==> src/rtl/e1_alarm_pkg.sv <==
// Shared constants for the E1 alarm monitor: register addresses and flag slots.
package e1_alarm_pkg;
    typedef enum logic [1:0] {
        REG_ERRCNT = 2'd0,
        REG_STAT   = 2'd1,
        REG_MASK   = 2'd2,
        REG_RSVD   = 2'd3
    } reg_addr_e;

    localparam int FLG_OOF   = 0;
    localparam int FLG_RA    = 1;
    localparam int NUM_FLAGS = 2;

    localparam int WORD_W = 8;
    localparam int PAT_W  = WORD_W - 1;
    localparam int BIT2_IDX = WORD_W - 2;   // bit 2 of the word, MSB-first numbering
    localparam int BIT3_IDX = WORD_W - 3;   // bit 3 of the word
endpackage

==> src/rtl/e1_err_counter.sv <==
// Classifies each received word as errored or not and keeps a saturating count.
// Assumes one strobe per frame and an already aligned stream; clr comes from a
// register read and takes effect in the same edge as any concurrent error.
module e1_err_counter
    import e1_alarm_pkg::*;
#(
    parameter int CNT_W = 13
) (
    input  logic             clk,
    input  logic             rst_n,
    input  logic             stb,
    input  logic             is_fas,
    input  logic [WORD_W-1:0] word,
    input  logic [PAT_W-1:0] pattern,
    input  logic             in_frame,
    input  logic             clr,
    output logic [CNT_W-1:0] cnt
);
    localparam logic [CNT_W-1:0] CNT_MAX = {CNT_W{1'b1}};
    localparam logic [CNT_W-1:0] CNT_ONE = CNT_W'(1);

    logic errored;
    logic hit;

    // Decide whether the presented word violates its expected content.
    always_comb begin
        if (is_fas)
            errored = (word[PAT_W-1:0] != pattern);
        else
            errored = !word[BIT2_IDX];
        hit = stb && in_frame && errored;
    end

    // Count errored words, saturating, with clear-on-read priority.
    always_ff @(posedge clk) begin
        if (!rst_n)
            cnt <= '0;
        else if (clr)
            cnt <= hit ? CNT_ONE : '0;
        else if (hit && cnt != CNT_MAX)
            cnt <= cnt + CNT_ONE;
    end

    a_r5_saturate: assert property (@(posedge clk) disable iff (!rst_n)
        (cnt == CNT_MAX && !clr) |=> cnt == CNT_MAX);
    a_r4_hold_oof: assert property (@(posedge clk) disable iff (!rst_n)
        (!in_frame && !clr) |=> $stable(cnt));
    a_r6_clear: assert property (@(posedge clk) disable iff (!rst_n)
        clr |=> cnt <= CNT_ONE);
    a_r2_single_step: assert property (@(posedge clk) disable iff (!rst_n)
        (!clr && cnt != CNT_MAX) |=> (cnt == $past(cnt) || cnt == $past(cnt) + CNT_ONE));
endmodule

==> src/rtl/e1_ra_filter.sv <==
// Persistence filter for the far-end alarm bit of non-alignment frames.
// Assumes in_frame is the framer's level; leaving frame discards a partial run.
module e1_ra_filter #(
    parameter int PERSIST = 3
) (
    input  logic clk,
    input  logic rst_n,
    input  logic stb,
    input  logic is_fas,
    input  logic ra_bit,
    input  logic in_frame,
    output logic ra_state,
    output logic ra_chg
);
    localparam int RUN_W = $clog2(PERSIST + 1);
    localparam logic [RUN_W-1:0] RUN_ONE = RUN_W'(1);
    localparam logic [RUN_W-1:0] RUN_END = RUN_W'(PERSIST);

    logic             cand;
    logic [RUN_W-1:0] run;
    logic [RUN_W-1:0] next_run;
    logic             sample_en;

    // Work out the run length this sample would reach and whether it is accepted.
    always_comb begin
        sample_en = stb && !is_fas && in_frame;
        next_run  = (run != '0 && cand == ra_bit) ? run + RUN_ONE : RUN_ONE;
        ra_chg    = sample_en && (ra_bit != ra_state) && (next_run == RUN_END);
    end

    // Track the candidate value, its run length and the accepted value.
    always_ff @(posedge clk) begin
        if (!rst_n) begin
            cand     <= 1'b0;
            run      <= '0;
            ra_state <= 1'b0;
        end else if (!in_frame) begin
            run <= '0;
        end else if (sample_en) begin
            if (ra_bit == ra_state) begin
                run <= '0;
            end else if (ra_chg) begin
                ra_state <= ra_bit;
                run      <= '0;
            end else begin
                cand <= ra_bit;
                run  <= next_run;
            end
        end
    end

    a_r8_run_bound: assert property (@(posedge clk) disable iff (!rst_n)
        run < RUN_END);
    a_r8_only_on_sample: assert property (@(posedge clk) disable iff (!rst_n)
        !sample_en |=> $stable(ra_state));
endmodule

==> src/rtl/e1_irq_ctl.sv <==
// Sticky event flags with write-one-to-clear, a mask register and the irq output.
// Assumes set and clear arrive as single-cycle requests; set wins a tie.
module e1_irq_ctl #(
    parameter int N = 2
) (
    input  logic         clk,
    input  logic         rst_n,
    input  logic [N-1:0] set,
    input  logic         clr_we,
    input  logic [N-1:0] clr_bits,
    input  logic         mask_we,
    input  logic [N-1:0] mask_wdata,
    output logic [N-1:0] flags,
    output logic [N-1:0] mask,
    output logic         irq
);
    // One sticky flag per event source.
    for (genvar i = 0; i < N; i++) begin : g_flag
        always_ff @(posedge clk) begin
            if (!rst_n)
                flags[i] <= 1'b0;
            else if (set[i])
                flags[i] <= 1'b1;
            else if (clr_we && clr_bits[i])
                flags[i] <= 1'b0;
        end

        a_r10_sticky: assert property (@(posedge clk) disable iff (!rst_n)
            (flags[i] && !(clr_we && clr_bits[i])) |=> flags[i]);
        a_r10_set_lands: assert property (@(posedge clk) disable iff (!rst_n)
            set[i] |=> flags[i]);
    end

    // Hold the software mask.
    always_ff @(posedge clk) begin
        if (!rst_n)
            mask <= '0;
        else if (mask_we)
            mask <= mask_wdata;
    end

    // Combine flags with their enables.
    always_comb irq = |(flags & mask);
endmodule

==> src/rtl/e1_alarm_mon.sv <==
// Top of the E1 framing error and far-end alarm monitor. Decodes the register
// port, detects in-frame changes and wires the counter, filter and flags.
// Assumes an aligned framer upstream; addresses: 0 count, 1 status, 2 mask.
module e1_alarm_mon
    import e1_alarm_pkg::*;
#(
    parameter int CNT_W   = 13,
    parameter int PERSIST = 3,
    parameter int DATA_W  = 16
) (
    input  logic              clk,
    input  logic              rst_n,
    input  logic              frm_stb,
    input  logic              frm_is_fas,
    input  logic [WORD_W-1:0] frm_word,
    input  logic [PAT_W-1:0]  fas_pattern,
    input  logic              in_frame,
    input  logic              bus_rd,
    input  logic              bus_wr,
    input  logic [1:0]        bus_addr,
    input  logic [DATA_W-1:0] bus_wdata,
    output logic [DATA_W-1:0] bus_rdata,
    output logic              irq,
    output logic              ra_state
);
    logic                 in_frame_q;
    logic                 oof_chg;
    logic                 ra_chg;
    logic                 cnt_clr;
    logic [CNT_W-1:0]     cnt;
    logic [NUM_FLAGS-1:0] set_vec;
    logic [NUM_FLAGS-1:0] flags;
    logic [NUM_FLAGS-1:0] mask;
    logic                 stat_we;
    logic                 mask_we;

    // Remember the previous in-frame level; reset state is out of frame.
    always_ff @(posedge clk) begin
        if (!rst_n)
            in_frame_q <= 1'b0;
        else
            in_frame_q <= in_frame;
    end

    // Decode register accesses and collect flag events.
    always_comb begin
        oof_chg          = in_frame ^ in_frame_q;
        cnt_clr          = bus_rd && (bus_addr == REG_ERRCNT);
        stat_we          = bus_wr && (bus_addr == REG_STAT);
        mask_we          = bus_wr && (bus_addr == REG_MASK);
        set_vec          = '0;
        set_vec[FLG_OOF] = oof_chg;
        set_vec[FLG_RA]  = ra_chg;
    end

    e1_err_counter #(.CNT_W(CNT_W)) u_cnt (
        .clk      (clk),
        .rst_n    (rst_n),
        .stb      (frm_stb),
        .is_fas   (frm_is_fas),
        .word     (frm_word),
        .pattern  (fas_pattern),
        .in_frame (in_frame),
        .clr      (cnt_clr),
        .cnt      (cnt)
    );

    e1_ra_filter #(.PERSIST(PERSIST)) u_ra (
        .clk      (clk),
        .rst_n    (rst_n),
        .stb      (frm_stb),
        .is_fas   (frm_is_fas),
        .ra_bit   (frm_word[BIT3_IDX]),
        .in_frame (in_frame),
        .ra_state (ra_state),
        .ra_chg   (ra_chg)
    );

    e1_irq_ctl #(.N(NUM_FLAGS)) u_irq (
        .clk        (clk),
        .rst_n      (rst_n),
        .set        (set_vec),
        .clr_we     (stat_we),
        .clr_bits   (bus_wdata[NUM_FLAGS-1:0]),
        .mask_we    (mask_we),
        .mask_wdata (bus_wdata[NUM_FLAGS-1:0]),
        .flags      (flags),
        .mask       (mask),
        .irq        (irq)
    );

    // Capture read data one cycle after the request; hold it otherwise.
    always_ff @(posedge clk) begin
        if (!rst_n) begin
            bus_rdata <= '0;
        end else if (bus_rd) begin
            case (bus_addr)
                REG_ERRCNT: bus_rdata <= DATA_W'(cnt);
                REG_STAT:   bus_rdata <= DATA_W'({ra_state, in_frame, flags});
                REG_MASK:   bus_rdata <= DATA_W'(mask);
                default:    bus_rdata <= '0;
            endcase
        end
    end

    a_r7_oof_flag: assert property (@(posedge clk) disable iff (!rst_n)
        (in_frame != in_frame_q) |=> flags[FLG_OOF]);
    a_r9_ra_flag: assert property (@(posedge clk) disable iff (!rst_n)
        (ra_state != $past(ra_state)) |-> flags[FLG_RA]);
    a_r11_no_unmasked_irq: assert property (@(posedge clk) disable iff (!rst_n)
        (mask == '0) |-> !irq);
endmodule

==> config.mk <==
export PLATFORM = sky130hd
export DESIGN_NAME = e1_alarm_mon
export DESIGN_NICKNAME = d
export VERILOG_FILES = /design/src/rtl/e1_alarm_pkg.sv /design/src/rtl/e1_err_counter.sv /design/src/rtl/e1_ra_filter.sv /design/src/rtl/e1_irq_ctl.sv /design/src/rtl/e1_alarm_mon.sv
export SDC_FILE = /design/constraint.sdc
export NUM_CORES = 1
export LEC_CHECK = 0
export BUFFER_PORTS_ARGS = -buffer_cell sky130_fd_sc_hd__buf_2
export CORE_AREA = 2 2 72 74
export DETAILED_ROUTE_END_ITERATION = 10
export DIE_AREA = 0 0 74 76
export PLACE_DENSITY = 0.68
export SETUP_SLACK_MARGIN = 0.5
export SLEW_MARGIN = 10
export SYNTH_ARGS = -nofsm -noshare
export SYNTH_HDL_FRONTEND = slang
export SYNTH_SLANG_ARGS = --single-unit
export TNS_END_PERCENT = 100
==> constraint.sdc <==
create_clock -name clk -period 4.1 [get_ports clk]
set_input_delay 0.41 -clock clk [delete_from_list [all_inputs] [get_ports clk]]
set_output_delay 0.41 -clock clk [all_outputs]
set_load 0.1 [all_outputs]
Word-level counts from Yosys, hierarchy flattened. Index checks and enable logic that the tools add are counted.

Output and inout port bits: 18. Memories: 0. Input port bits: 40. Flip-flop bits (word level): 38. Latch bits: 0. Bits in read-only memories: 0. Memory bits (writable): 0. Word-level logic and storage cells: 59.

Multiplexer cells: 12. Equality and inequality tests: 8. Multiply operators: 0. Reduce and logical (&&, ||, !) cells: 24. Bitwise operators: 4. Shift operators: 0. Add/subtract/negate cells: 2. Divide/modulo/power cells: 0. $lt $le $gt $ge: 0.

Operators with widths (number): case mux 13 bit (3 select lines) (1); two-way mux 13 bit (2); adder 13 x 1 -> 13 bit, second input constant (1); logical AND 1 bit (13); inequality test 13 bit, second input constant (1); AND reduction 4 bit (2); nonzero test 2 bit (4); inequality test 7 bit (1); two-way mux 1 bit (6); two-way mux 2 bit (3); equality test 2 bit, second input constant (2); adder 2 x 1 -> 2 bit, second input constant (1); AND 2 bit (1); equality test 1 bit (2); equality test 2 x 1 -> 1 bit, second input constant (1); zero test 1 bit (2); zero test 2 bit (1); NOT 1 bit (2); AND reduction 2 bit (1); OR reduction 2 bit (1); inequality test 1 bit (1); XOR 1 bit (1).

Longest topological paths before layout. Gate-level depths: netlist of run 1.

Word-level depth: 7. Gate-level depth with buffers: 7. Mapped depth without buffers: 6.

By module. Synthesis of run 1 repeated with hierarchy kept, for this count alone.

Cells, all modules: 197. Area total of the unflattened synthesis: 1801.7 um^2.

Modules (own cells, without submodules): e1_err_counter (cells each 95, seq. area each 260.2 um^2, area an instance 799.5 um^2, instances 1); e1_alarm_mon (cells each 57, seq. area each 280.3 um^2, area an instance 591.8 um^2, instances 1); e1_ra_filter (cells each 30, seq. area each 80.1 um^2, area an instance 259.0 um^2, instances 1); e1_irq_ctl (cells each 15, seq. area each 80.1 um^2, area an instance 151.4 um^2, instances 1).

Least setup slack after synthesis of run 1. OpenSTA, ideal clock, no wires.

Kind: register -> register. From: register u_ra.ra_state. To: register u_ra.ra_state. Period minus slack after synthesis: 1799 ps. Cell stages (with the launch flop): 6. Setup time: 125 ps. Slack: 2301 ps. Data required time: 3975 ps. Data arrival time: 1674 ps. Buffers on the path: 0. Cell sequence: dfxtp_1 > xnor2_1 > nor2_1 > nand4_1 > nand3_1 > o21ai_0.

Longest elaborated chain between the ends: 4. Elaborated cells between the ends (all ways): 6. Those cells by class: eq/ne (2); bitwise (1); reduce/logical (3).

Ends and longest elaborated chain: start: declaration (line e1_ra_filter.sv:12) `output logic ra_state,`; start signal: assignment (line e1_ra_filter.sv:43) `ra_state <= ra_bit;`; inequality test 1 bit (line e1_ra_filter.sv:28) `ra_chg = sample_en && (ra_bit != ra_state) && (next_run == RUN_END);`; logical AND 1 bit (2 in series) (line e1_ra_filter.sv:28); AND reduction 4 bit (no source line) (*).

Mark *: on every way between the ends. The rest lies on a longest branch, timed or not. A chain may end at the register's enable or synchronous reset.

Worst setup path after layout of run 1.
From: register u_cnt.cnt[0]. To: register u_cnt.cnt[0].

Longest elaborated chain between the ends: 3. Elaborated cells between the ends (all ways): 6. Those cells by class: add/sub (1); eq/ne (1); mux (2); reduce/logical (2).

Ends and longest elaborated chain: start: declaration (line e1_err_counter.sv:17) `output logic [CNT_W-1:0] cnt`; start signal: assignment (line e1_err_counter.sv:39) `cnt <= hit ? CNT_ONE : '0;`; start signal: assignment (line e1_err_counter.sv:41) `cnt <= cnt + CNT_ONE;`; adder 13 x 1 -> 13 bit or inequality test 13 bit (tied branches) (line e1_err_counter.sv:41, e1_err_counter.sv:40); two-way mux 13 bit or logical AND 1 bit (tied branches) (line e1_err_counter.sv:40) `else if (hit && cnt != CNT_MAX)`; two-way mux 13 bit or nonzero test 2 bit (tied branches).

Several ways; a longest one is shown, not always the timed one. The select of a mux whose other input is x is not followed.

==> results of run 1 <==
## cells in the mapped netlist (2+ instances only)
| master | count | area share, % |
|---|---|---|
| nand2_1 | 22 | 4.6 |
| ha_1 | 2 | 1.4 |
| nand2b_1 | 3 | 1.0 |
| o211a_1 | 3 | 1.7 |
| xor2_1 | 2 | 0.97 |
| xnor2_1 | 7 | 3.4 |
| a21boi_0 | 4 | 1.7 |
| buf_4 | 3 | 1.2 |
| o2111ai_1 | 2 | 0.97 |
| inv_1 | 7 | 1.5 |
| buf_2 | 4 | 1.1 |
| nor2_1 | 11 | 2.3 |
| o211ai_1 | 3 | 1.2 |
| o22ai_1 | 2 | 0.69 |
| or4b_1 | 2 | 1.1 |
| dfxtp_1 | 35 | 39 |
| or4_1 | 4 | 1.7 |
| a21oi_1 | 18 | 5.0 |
| mux2i_1 | 6 | 3.3 |
| o41ai_1 | 2 | 0.97 |
| nor2b_1 | 21 | 7.3 |
| nand4_1 | 6 | 2.1 |
| and2_1 | 3 | 1.0 |
| o31ai_1 | 4 | 1.7 |
| clkbuf_1 | 3 | 0.62 |
| a31oi_1 | 2 | 0.69 |
| nand3_1 | 5 | 1.4 |
| o21ai_0 | 4 | 1.1 |
## layout by cell type (no fill, tap or decap), drive strengths merged, types with 2 or more instances in the layout
master,n
buf,39
nand4,6
o22ai,2
ha,2
xor2,2
o21ai,6
xnor2,7
nand2b,3
nor4,2
o2111ai,2
o31ai,4
a31oi,2
o211a,3
nor2,12
nand3,7
or4,5
and2,3
nand2,22
conb,3
nor2b,21
a21boi,5
o211ai,3
or4b,2
mux2i,6
o41ai,2
clkbuf,8
a21oi,18
dfxtp,35
inv,7
## path summary, 6_finish.rpt
kind | startpoint | to | slack (ns) | depth (start not counted)
setup reg to reg | u_cnt.cnt[0] | u_cnt.cnt[0] | 2.13 | 6
hold / removal | bus_wdata[0] | u_irq.mask[0] | 0.39 | 3
setup / recovery | u_cnt.cnt[0] | u_cnt.cnt[0] | 2.13 | 6
hold reg to reg | u_ra.run[1] | u_ra.run[1] | 0.46 | 2
## power by group through the flow
| stage | logic (mW) | clock network [mW] | registers (mW) |
|---|---|---|---|
| 6_report | 0.0825 | 0.274 | 0.348 |
| 4_1_cts | 0.0831 | 0.285 | 0.348 |
| 5_1_grt | 0.0901 | 0.300 | 0.348 |
| 3_3_place_gp | 0.0818 | 0 | 0.356 |
| 2_1_floorplan | 0.0514 | 0 | 0.365 |
| 3_5_place_dp | 0.0830 | 0 | 0.356 |
## routing by layer
metal / part of all wire, % / vias up / track usage, %
met5: 0 / - / 0
li1: - / 825 / -
met3: 5.1 / 7 / 4.50
met4: 1.9 / 0 / 6.00
met1: 50 / 745 / 20.2
met2: 43 / 45 / 22.3
## sequential cells by signal (all words and copies together) (netlist names)
| signal | cells |
|---|---|
| bus_rdata | 13 |
| u_cnt.cnt | 13 |
| u_irq.flags | 2 |
| u_irq.mask | 2 |
| u_ra.run | 2 |
| in_frame_q | 1 |
| u_ra.cand | 1 |
| u_ra.ra_state | 1 |
## worst reg2reg max path, cell delays in order (launching register included)
cell and delay (ns):
dfxtp_1 0.42, ha_1 0.27, nand3_4 0.14, nor4_4 0.71, nor2_1 0.09, o21ai_1 0.16
a21boi_1 0.08
## area by class of cell
cell class | count | area (sq um)
fillers | 509 | 2770
well taps | 70 | 87.6
inverters | 7 | 26.3
multi-input cells | 160 | 1040
flip-flops and latches | 35 | 701
repair buffers | 39 | 195
clock buffers | 8 | 100
## metrics by stage
step / util (%) / area (sq um) / setup WS, ns / std cells / hold slack, ns
after detailed placement: 41.7 / 2050 / 2.10 / 311 / 0.455
after CTS: 43.7 / 2150 / 2.14 / 319 / 0.380
after global placement: 41.7 / 2050 / 2.13 / 311 / 0.444
final: 43.7 / 2150 / 2.13 / 319 / 0.391
after global routing: 43.7 / 2150 / 1.93 / 319 / 0.414
after floorplan: - / 1820 / 2.30 / 212 / 0.431
## cell families after synthesis
kind of cell / count (synthesis)
xor+xnor: 9
other cells: 1
compound gates: 52
mux: 6
simple gates: 88
buf+inv: 17
flops: 35
fa+ha+maj: 2
==> run metrics, run 1 <==
Netlist Area Pre-Place 1810 sq um; Root Buffer clkbuf_8; Total Routing Usage GR 15.0%; largest stage delay on the critical path 0.70 ns; Slowest cell on crit path nor4_4; buffer levels on the longest clock path 2; switching share of power 25.7%; multiplexer share of the synthesized area 3.32%; initial DRC count 44; post-synthesis sequential area ratio 38.7%; Ys Warns 0; number of buffer and inverter stages on the critical path 0; sequential share of power 49.4%; WL/cell 12.1 microns; Vias/cell 5.08; layout cell share with drive strength beyond 1 21.7%; Fin. Hold Viols 0; count of different cell masters after synthesis 48; clock latency at the later pin of the worst-skew pair 0.29 ns; clock-pin slew on the worst setup and hold paths 0.07 ns; layout net count 290; NetSw 0.181 mW; largest net degree at the start of global routing 25; Post-Synth XOR/XNOR Area 4.35%; Synth Area in Compound Gates 19.2%; # DRC 0; CTS Hold Bufs 0; routed via count 1,622; combinational group share of total power 11.7%; Die X-Extent 74 microns; die height 76 microns; DP Wirelength 2830 microns; worst vdd ir 0.114 mV; Hold Crit Class primary input to flip-flop; pwr dens 328 nW/um^2; worst slew pin tran 0.783 ns; mean post-synth cell area 8.62 sq um; asr flop ratio synth 0%; I/O Buffers 39; Worst EP arrival 2.15 ns; RSZ-0062 raised after global routing false; post-cts resize count 0; routability cong. 0.798; Die ar. 5620 sq um; fin crit period 1.97 ns; CP max FO 16; # diodes 0; internal power 0.524 mW; CP Capture Type flip-flop; Post-Synth Simple-Gate Area 28.4%; initial antenna violation count 0; row count 26; first-pass GRT wire length 6620 microns; clk_skew 0.00694 ns; Slew HR 47.6%; crit path cell chain ha_1, nand3_4, nor4_4, nor2_1, o21ai_1, a21boi_1; vias in the first global route 1,444; Max-Cap Viols 0; adder-cell area share of the yosys netlist 1.38%; I/O pin total 58; Setup crit start kind flip-flop; CTS Sinks 35; CP delay by family, top simple AND/OR/NAND/NOR gates; Final ANT Viol Nets 0; Initial Utilization 36.9%; period utilisation layout 48.1%; Max Transition Viols Final 0; Post-synth EDFFs 0; area delta synth->final 18.6%; CTS tree yes; drt first pass iters 4; Main synth FF type dfxtp_1; Post-CTS Setup Bufs 0; Pwr Total 0.705 mW; status completed; number of synthesized register bits 35; Synth Instances 210; fmax 507 MHz; main combinational cell family by area after synthesis simple AND/OR/NAND/NOR gates; H-Tree Depth 2; final setup TNS 0 ns; Finish-stage setup viols 0; CP required 4.28 ns; Num CTS Buffers 5; area of the core 4910 sq um; clock share of power 38.9%; drt total wl 3850 microns; critical path class flip-flop to flip-flop; GRT Residual Overflow 0; leakage 0.831 nW
No activity file was read; power rests on OpenSTA's default activity.
==> inputs of run 2 (changes only) <==
clock period = 2.06 ns   (was 4.1 ns; I/O delays follow)
==> run metrics, run 2 (synthesized netlist as in run 1, its figures left out) <==
commonest non-fill, non-tap cells in the layout buf_2, dfxtp_1, nand2_1; status completed; combinational group share of total power 13.0% (+1.3 points); Initial Utilization 36.9% (unchanged); Slew HR 56.5% (+8.9 points); CP delay by family, top simple AND/OR/NAND/NOR gates; hold path cells 3 (unchanged); GRT Residual Overflow 0 (unchanged); clock share of power 35.4% (-3.5 points); # diodes 0 (unchanged); clk_skew 0.00736 ns (+0.000413 ns); crit path from u_cnt.cnt[11]; Fin. Hold Viols 0 (unchanged); number of buffer and inverter stages on the critical path 0 (unchanged); CP Capture Type flip-flop; switching share of power 26.9% (+1.2 points); # fillers 470 (-7.7%); Crit Reg-Reg Endpoint u_cnt.cnt[11]; hold_ws 0.187 ns (-0.204 ns); internal power 0.978 mW (+87%); hold wc startpoint bus_wdata[0]; Root Buffer clkbuf_8; reg2reg setup slack 0.46 ns (-1.67 ns); H-Tree Depth 2 (unchanged); worst flop-to-flop path startpoint u_cnt.cnt[11]; RSZ-0062 raised after global routing true; R2R cell count 5 (-1); routability cong. 0.734 (-8.0%); Area after DPL 2120 sq um (+3.6%); I/O Buffers 39 (unchanged); Total Routing Usage GR 15.2% (+0.13 points); clock-pin slew on the worst setup and hold paths 0.07 ns (about the same); I/O pin total 58 (unchanged); CP required 2.24 ns (-2.04 ns); Setup crit start kind flip-flop; drt total wl 4140 microns (+7.5%); clock latency at the later pin of the worst-skew pair 0.29 ns (about the same); largest net degree at the start of global routing 25 (unchanged); CTS tree yes; WL/cell 12.4 microns (+2.6%); Hold Path End u_irq.mask[0]; CTS Sinks 35 (unchanged); CP max FO 5 (-11); Post-Layout Inst Area 2320 sq um (+8.2%); commonest non-fill, non-tap cell in the layout buf_2; area delta synth->final 28.3%; fmax 625 MHz (+23%); worst slew pin tran 0.652 ns (-0.131 ns); drt first pass iters 4 (unchanged); crit path cell chain nand2_1, or4_4, and3_4, or4b_4, a21oi_2; setup ws final 0.460 ns (-1.67 ns); final setup TNS 0 ns (unchanged); buffer levels on the longest clock path 2 (unchanged); area of the core 4910 sq um (unchanged); critical path class flip-flop to flip-flop; Final ANT Viol Nets 0 (unchanged); DP Wirelength 2930 microns (+3.8%); largest stage delay on the critical path 0.57 ns (-0.13 ns); NetSw 0.359 mW (+98%); Max Transition Viols Final 0 (unchanged); fin crit period 1.60 ns (-0.373 ns); biggest regs bus_rdata (13), u_cnt.cnt (13); layout net count 305 (+5.2%); Worst EP arrival 1.78 ns (-0.37 ns); Slowest cell on crit path or4_4; routed via count 1,689 (+4.1%); leakage 0.902 nW (+8.5%); die height 76 microns (unchanged); worst vdd ir 0.207 mV (+82%); Die X-Extent 74 microns (unchanged); pwr dens 575 nW/um^2 (+75%); initial DRC count 73 (+66%); sequential share of power 51.6% (+2.2 points); Finish-stage setup viols 0 (unchanged); initial antenna violation count 0 (unchanged); # DRC 0 (unchanged); row count 26 (unchanged); Num CTS Buffers 5 (unchanged); Place WS 0.290 ns (-1.81 ns); layout cell share with drive strength beyond 1 33.0% (+11 points); Vias/cell 5.06 (-0.55%); Die ar. 5620 sq um (unchanged); first-pass GRT wire length 6860 microns (+3.6%); vias in the first global route 1,528 (+5.8%); period utilisation layout 77.7% (+30 points); Hold Crit Class primary input to flip-flop; Max-Cap Viols 0 (unchanged)
-- run 2: layout make-up --
cell class | count | area (sq um) | area share [%]
inverters | 7 | 26.3 | 1.13
well taps | 70 | 87.6 | 3.77
flip-flops and latches | 35 | 722 | 31.1
clock inverters | 1 | 5.00 | 0.215
clock buffers | 7 | 76.3 | 3.28
multi-input cells | 160 | 1090 | 47.1
repair buffers | 54 | 312 | 13.4
-- run 2: routing by layer --
| metal | up-vias | part of all wire [%] | GRT usage (%) |
|---|---|---|---|
| met5 | - | 0 | 0 |
| met4 | 0 | 1.8 | 6.00 |
| met3 | 6 | 3.8 | 2.78 |
| met2 | 43 | 46 | 24.5 |
| met1 | 788 | 48 | 19.7 |
| li1 | 852 | - | - |
-- run 2: power by group through the flow --
stage / combinational, mW / clock [mW] / sequential (mW)
6_report: 0.174 / 0.473 / 0.690
3_5_place_dp: 0.169 / 0 / 0.708
4_1_cts: 0.173 / 0.486 / 0.691
2_1_floorplan: 0.103 / 0 / 0.725
3_3_place_gp: 0.167 / 0 / 0.707
5_1_grt: 0.190 / 0.523 / 0.691
-- run 2: timing repair --
action | 4_1_cts | 5_1_grt
buffers inserted | 7 | 1
hold buffers | 0 | 0
hold endpoints to repair | 0 | 0
pin swaps | 7 | 2
gates resized for setup | 9 | 9
endpoints found under the setup margin | 8 | 11
-- run 2: worst max path at each step --
stage                    endpoint  cells after the start  slack, ns
floorplan           u_cnt.cnt[11]                      6       0.45
finish              u_cnt.cnt[11]                      5       0.46
global route         u_cnt.cnt[9]                      7       0.40
global placement     u_cnt.cnt[8]                      6       0.34
CTS                  u_cnt.cnt[9]                      6       0.49
detailed placement  u_cnt.cnt[10]                      6       0.29
-- run 2: stage by stage --
stage / util, % / power, mW / cells
after floorplan: - / 0.828 / 212
after global placement: 43.2 / 0.874 / 318
after detailed placement: 43.2 / 0.877 / 318
after CTS: 46.4 / 1.35 / 333
after global routing: 47.3 / 1.40 / 334
final: 47.3 / 1.34 / 334
-- run 2: worst register-to-register path: cells and delay by family, from the launching register on --
family             cells  cell delay, ns
and+or+nand+nor        4            1.06
DFF                    1            0.39
AOI/OAI and AO/OA      1            0.04
==> inputs of run 3 (changes only) <==
clock period = 1.5 ns   (was 2.06 ns; I/O delays follow)
==> run metrics, run 3 (synthesized netlist as in run 1, its figures left out) <==
status finished with violations; violated checks setup timing; Die ar. 5620 sq um (unchanged); pwr dens 614 nW/um^2 (+6.8%); Worst EP arrival 1.80 ns (+0.02 ns); Slew HR 64.4% (+7.9 points); CTS tree yes; initial DRC count 166 (+130%); first-pass GRT wire length 8060 microns (+18%); Initial Utilization 36.9% (unchanged); end of the critical path u_cnt.cnt[11]; CP max FO 4 (-1); Setup crit start kind flip-flop; area of the core 4910 sq um (unchanged); CTS Hold Bufs 0 (unchanged); vias in the first global route 1,850 (+21%); biggest regs bus_rdata (13), u_cnt.cnt (13); setup ws final -0.132 ns (-0.592 ns); Vias/cell 5.11 (+0.96%); CP required 1.67 ns (-0.57 ns); period utilisation layout 109% (+31 points); H-Tree Depth 2 (unchanged); commonest non-fill, non-tap cells in the layout buf_4, buf_2, nand2_1, nor2b_1, dfxtp_4; I/O Buffers 39 (unchanged); routed via count 1,940 (+15%); I/O pin total 58 (unchanged); clock-pin slew on the worst setup and hold paths 0.07 ns (about the same); DP Wirelength 3350 microns (+14%); Multi-input gate area 1220 sq um (+12%); layout cell share with drive strength beyond 1 53.9% (+21 points); # diodes 0 (unchanged); GRT Residual Overflow 0 (unchanged); largest stage delay on the critical path 0.52 ns (-0.05 ns); fin crit period 1.63 ns (+0.0325 ns); drt first pass iters 4 (unchanged); combinational group share of total power 16.2% (+3.2 points); buffer levels on the longest clock path 2 (unchanged); commonest non-fill, non-tap cell in the layout buf_4; initial antenna violation count 0 (unchanged); Max Transition Viols Final 0 (unchanged); WL/cell 13.8 microns (+12%); Hold Crit Class primary input to flip-flop; worst vdd ir 0.306 mV (+48%); # DRC 0 (unchanged); R2R cell count 6 (+1); fmax 613 MHz (-2.0%); post-layout util 62.8% (+16 points); sequential share of power 48.9% (-2.7 points); crit path from u_cnt.cnt[1]; CTS Sinks 35 (unchanged); reg2reg setup slack -0.13 ns (-0.59 ns); Pwr Total 1.90 mW (+42%); clock share of power 34.9% (-0.5 points); Post-Layout Inst Area 3090 sq um (+33%); Die X-Extent 74 microns (unchanged); CP Capture Type flip-flop; final setup TNS -0.898 ns (-0.898 ns); Total Routing Usage GR 18.2% (+3.1 points); crit path cell chain ha_4, nand3_4, or4_4, and3_4, or4b_1, a21oi_1; NetSw 0.538 mW (+50%); drt total wl 5250 microns (+27%); worst flop-to-flop path startpoint u_cnt.cnt[1]; worst slew pin tran 0.534 ns (-0.118 ns); Finish-stage setup viols 11 (+11); Slowest cell on crit path or4_4; switching share of power 28.4% (+1.5 points); leakage 1.23 nW (+36%); area delta synth->final 70.5%; internal power 1.36 mW (+39%); # fillers 373 (-21%); die height 76 microns (unchanged); critical path class flip-flop to flip-flop; Final ANT Viol Nets 0 (unchanged); layout net count 351 (+15%); Fin. Hold Viols 0 (unchanged); row count 26 (unchanged); Max-Cap Viols 0 (unchanged); largest net degree at the start of global routing 17 (-32%); Crit Reg-Reg Endpoint u_cnt.cnt[11]; clock latency at the later pin of the worst-skew pair 0.29 ns (about the same); routability cong. 0.857 (+17%); Area after DPL 2480 sq um (+17%); sequential cell area 776 sq um (+7.5%); Root Buffer clkbuf_8; Num CTS Buffers 5 (unchanged); RSZ-0062 raised after global routing true; clk_skew 0.00596 ns (-0.00139 ns)
-- run 3: cell types whose count changed in the layout (fill, tap and decap cells not counted), moves of 3 or more --
cell / change
buf_12: +10
buf_2: -15
buf_4: +37
buf_6: +9
buf_8: +5
dfxtp_1: -17
dfxtp_2: +4
dfxtp_4: +13
nor2_1: -4
nor2_4: +3
o21ai_0: -4
o21ai_1: +3
-- run 3: worst max-delay path: cells and delay by family, from the launching register on --
family / cells / cell delay (ns)
AOI/OAI and AO/OA: 1 / 0.06
adders and majority gates: 1 / 0.14
DFF: 1 / 0.37
and+or+nand+nor: 4 / 0.93
-- run 3: routing by layer --
layer	routed length (microns)	vias to the layer above	GRT usage [%]
met2	2640	57	29.9
met1	2310	921	23.4
met3	184	9	2.38
met4	112	0	8.18
li1	-	953	-
met5	0	-	0
-- run 3: cell type report --
type                            instances  share of cell area (%)
Clock buffer                            6                    2.35
Timing Repair Buffer                  100                    28.9
Clock inverter                          2                   0.243
Sequential cell                        35                    25.1
Tap cell                               70                    2.84
Inverter                                7                   0.932
Multi-Input combinational cell        160                    39.6
-- run 3: worst min-delay path by stage --
stage / slack, ns / start / cells past startpoint / end
global placement: 0.44 / bus_wdata[0] / 3 / u_irq.mask[0]
floorplan: 0.28 / in_frame / 2 / in_frame_q
detailed placement: 0.44 / bus_wdata[0] / 3 / u_irq.mask[0]
global route: 0.14 / bus_wdata[1] / 3 / u_irq.mask[1]
finish: 0.13 / bus_wdata[1] / 3 / u_irq.mask[1]
CTS: 0.13 / bus_wdata[1] / 3 / u_irq.mask[1]
-- run 3: power groups by stage --
stage	Clock, mW	Combinational [mW]	Sequential (mW)
after floorplan	0	0.154	0.976
after global placement	0	0.273	0.948
after detailed placement	0	0.277	0.949
after CTS	0.668	0.296	0.928
after global routing	0.711	0.330	0.928
final	0.662	0.307	0.927
-- run 3: repair_timing --
item / in CTS / in global routing
endpoints found under the setup margin: 34 / 31
buffers inserted: 10 / 9
cloned: 0 / 0
pin swaps: 25 / 21
gates resized for setup: 79 / 29
-- run 3: stage by stage --
stage	std cells	worst slack, ns	hold WS [ns]
finish	380	-0.132	0.130
global route	380	-0.176	0.137
CTS	371	-0.119	0.125
detailed placement	353	-0.148	0.436
global placement	353	-0.0945	0.436
floorplan	212	-0.100	0.279
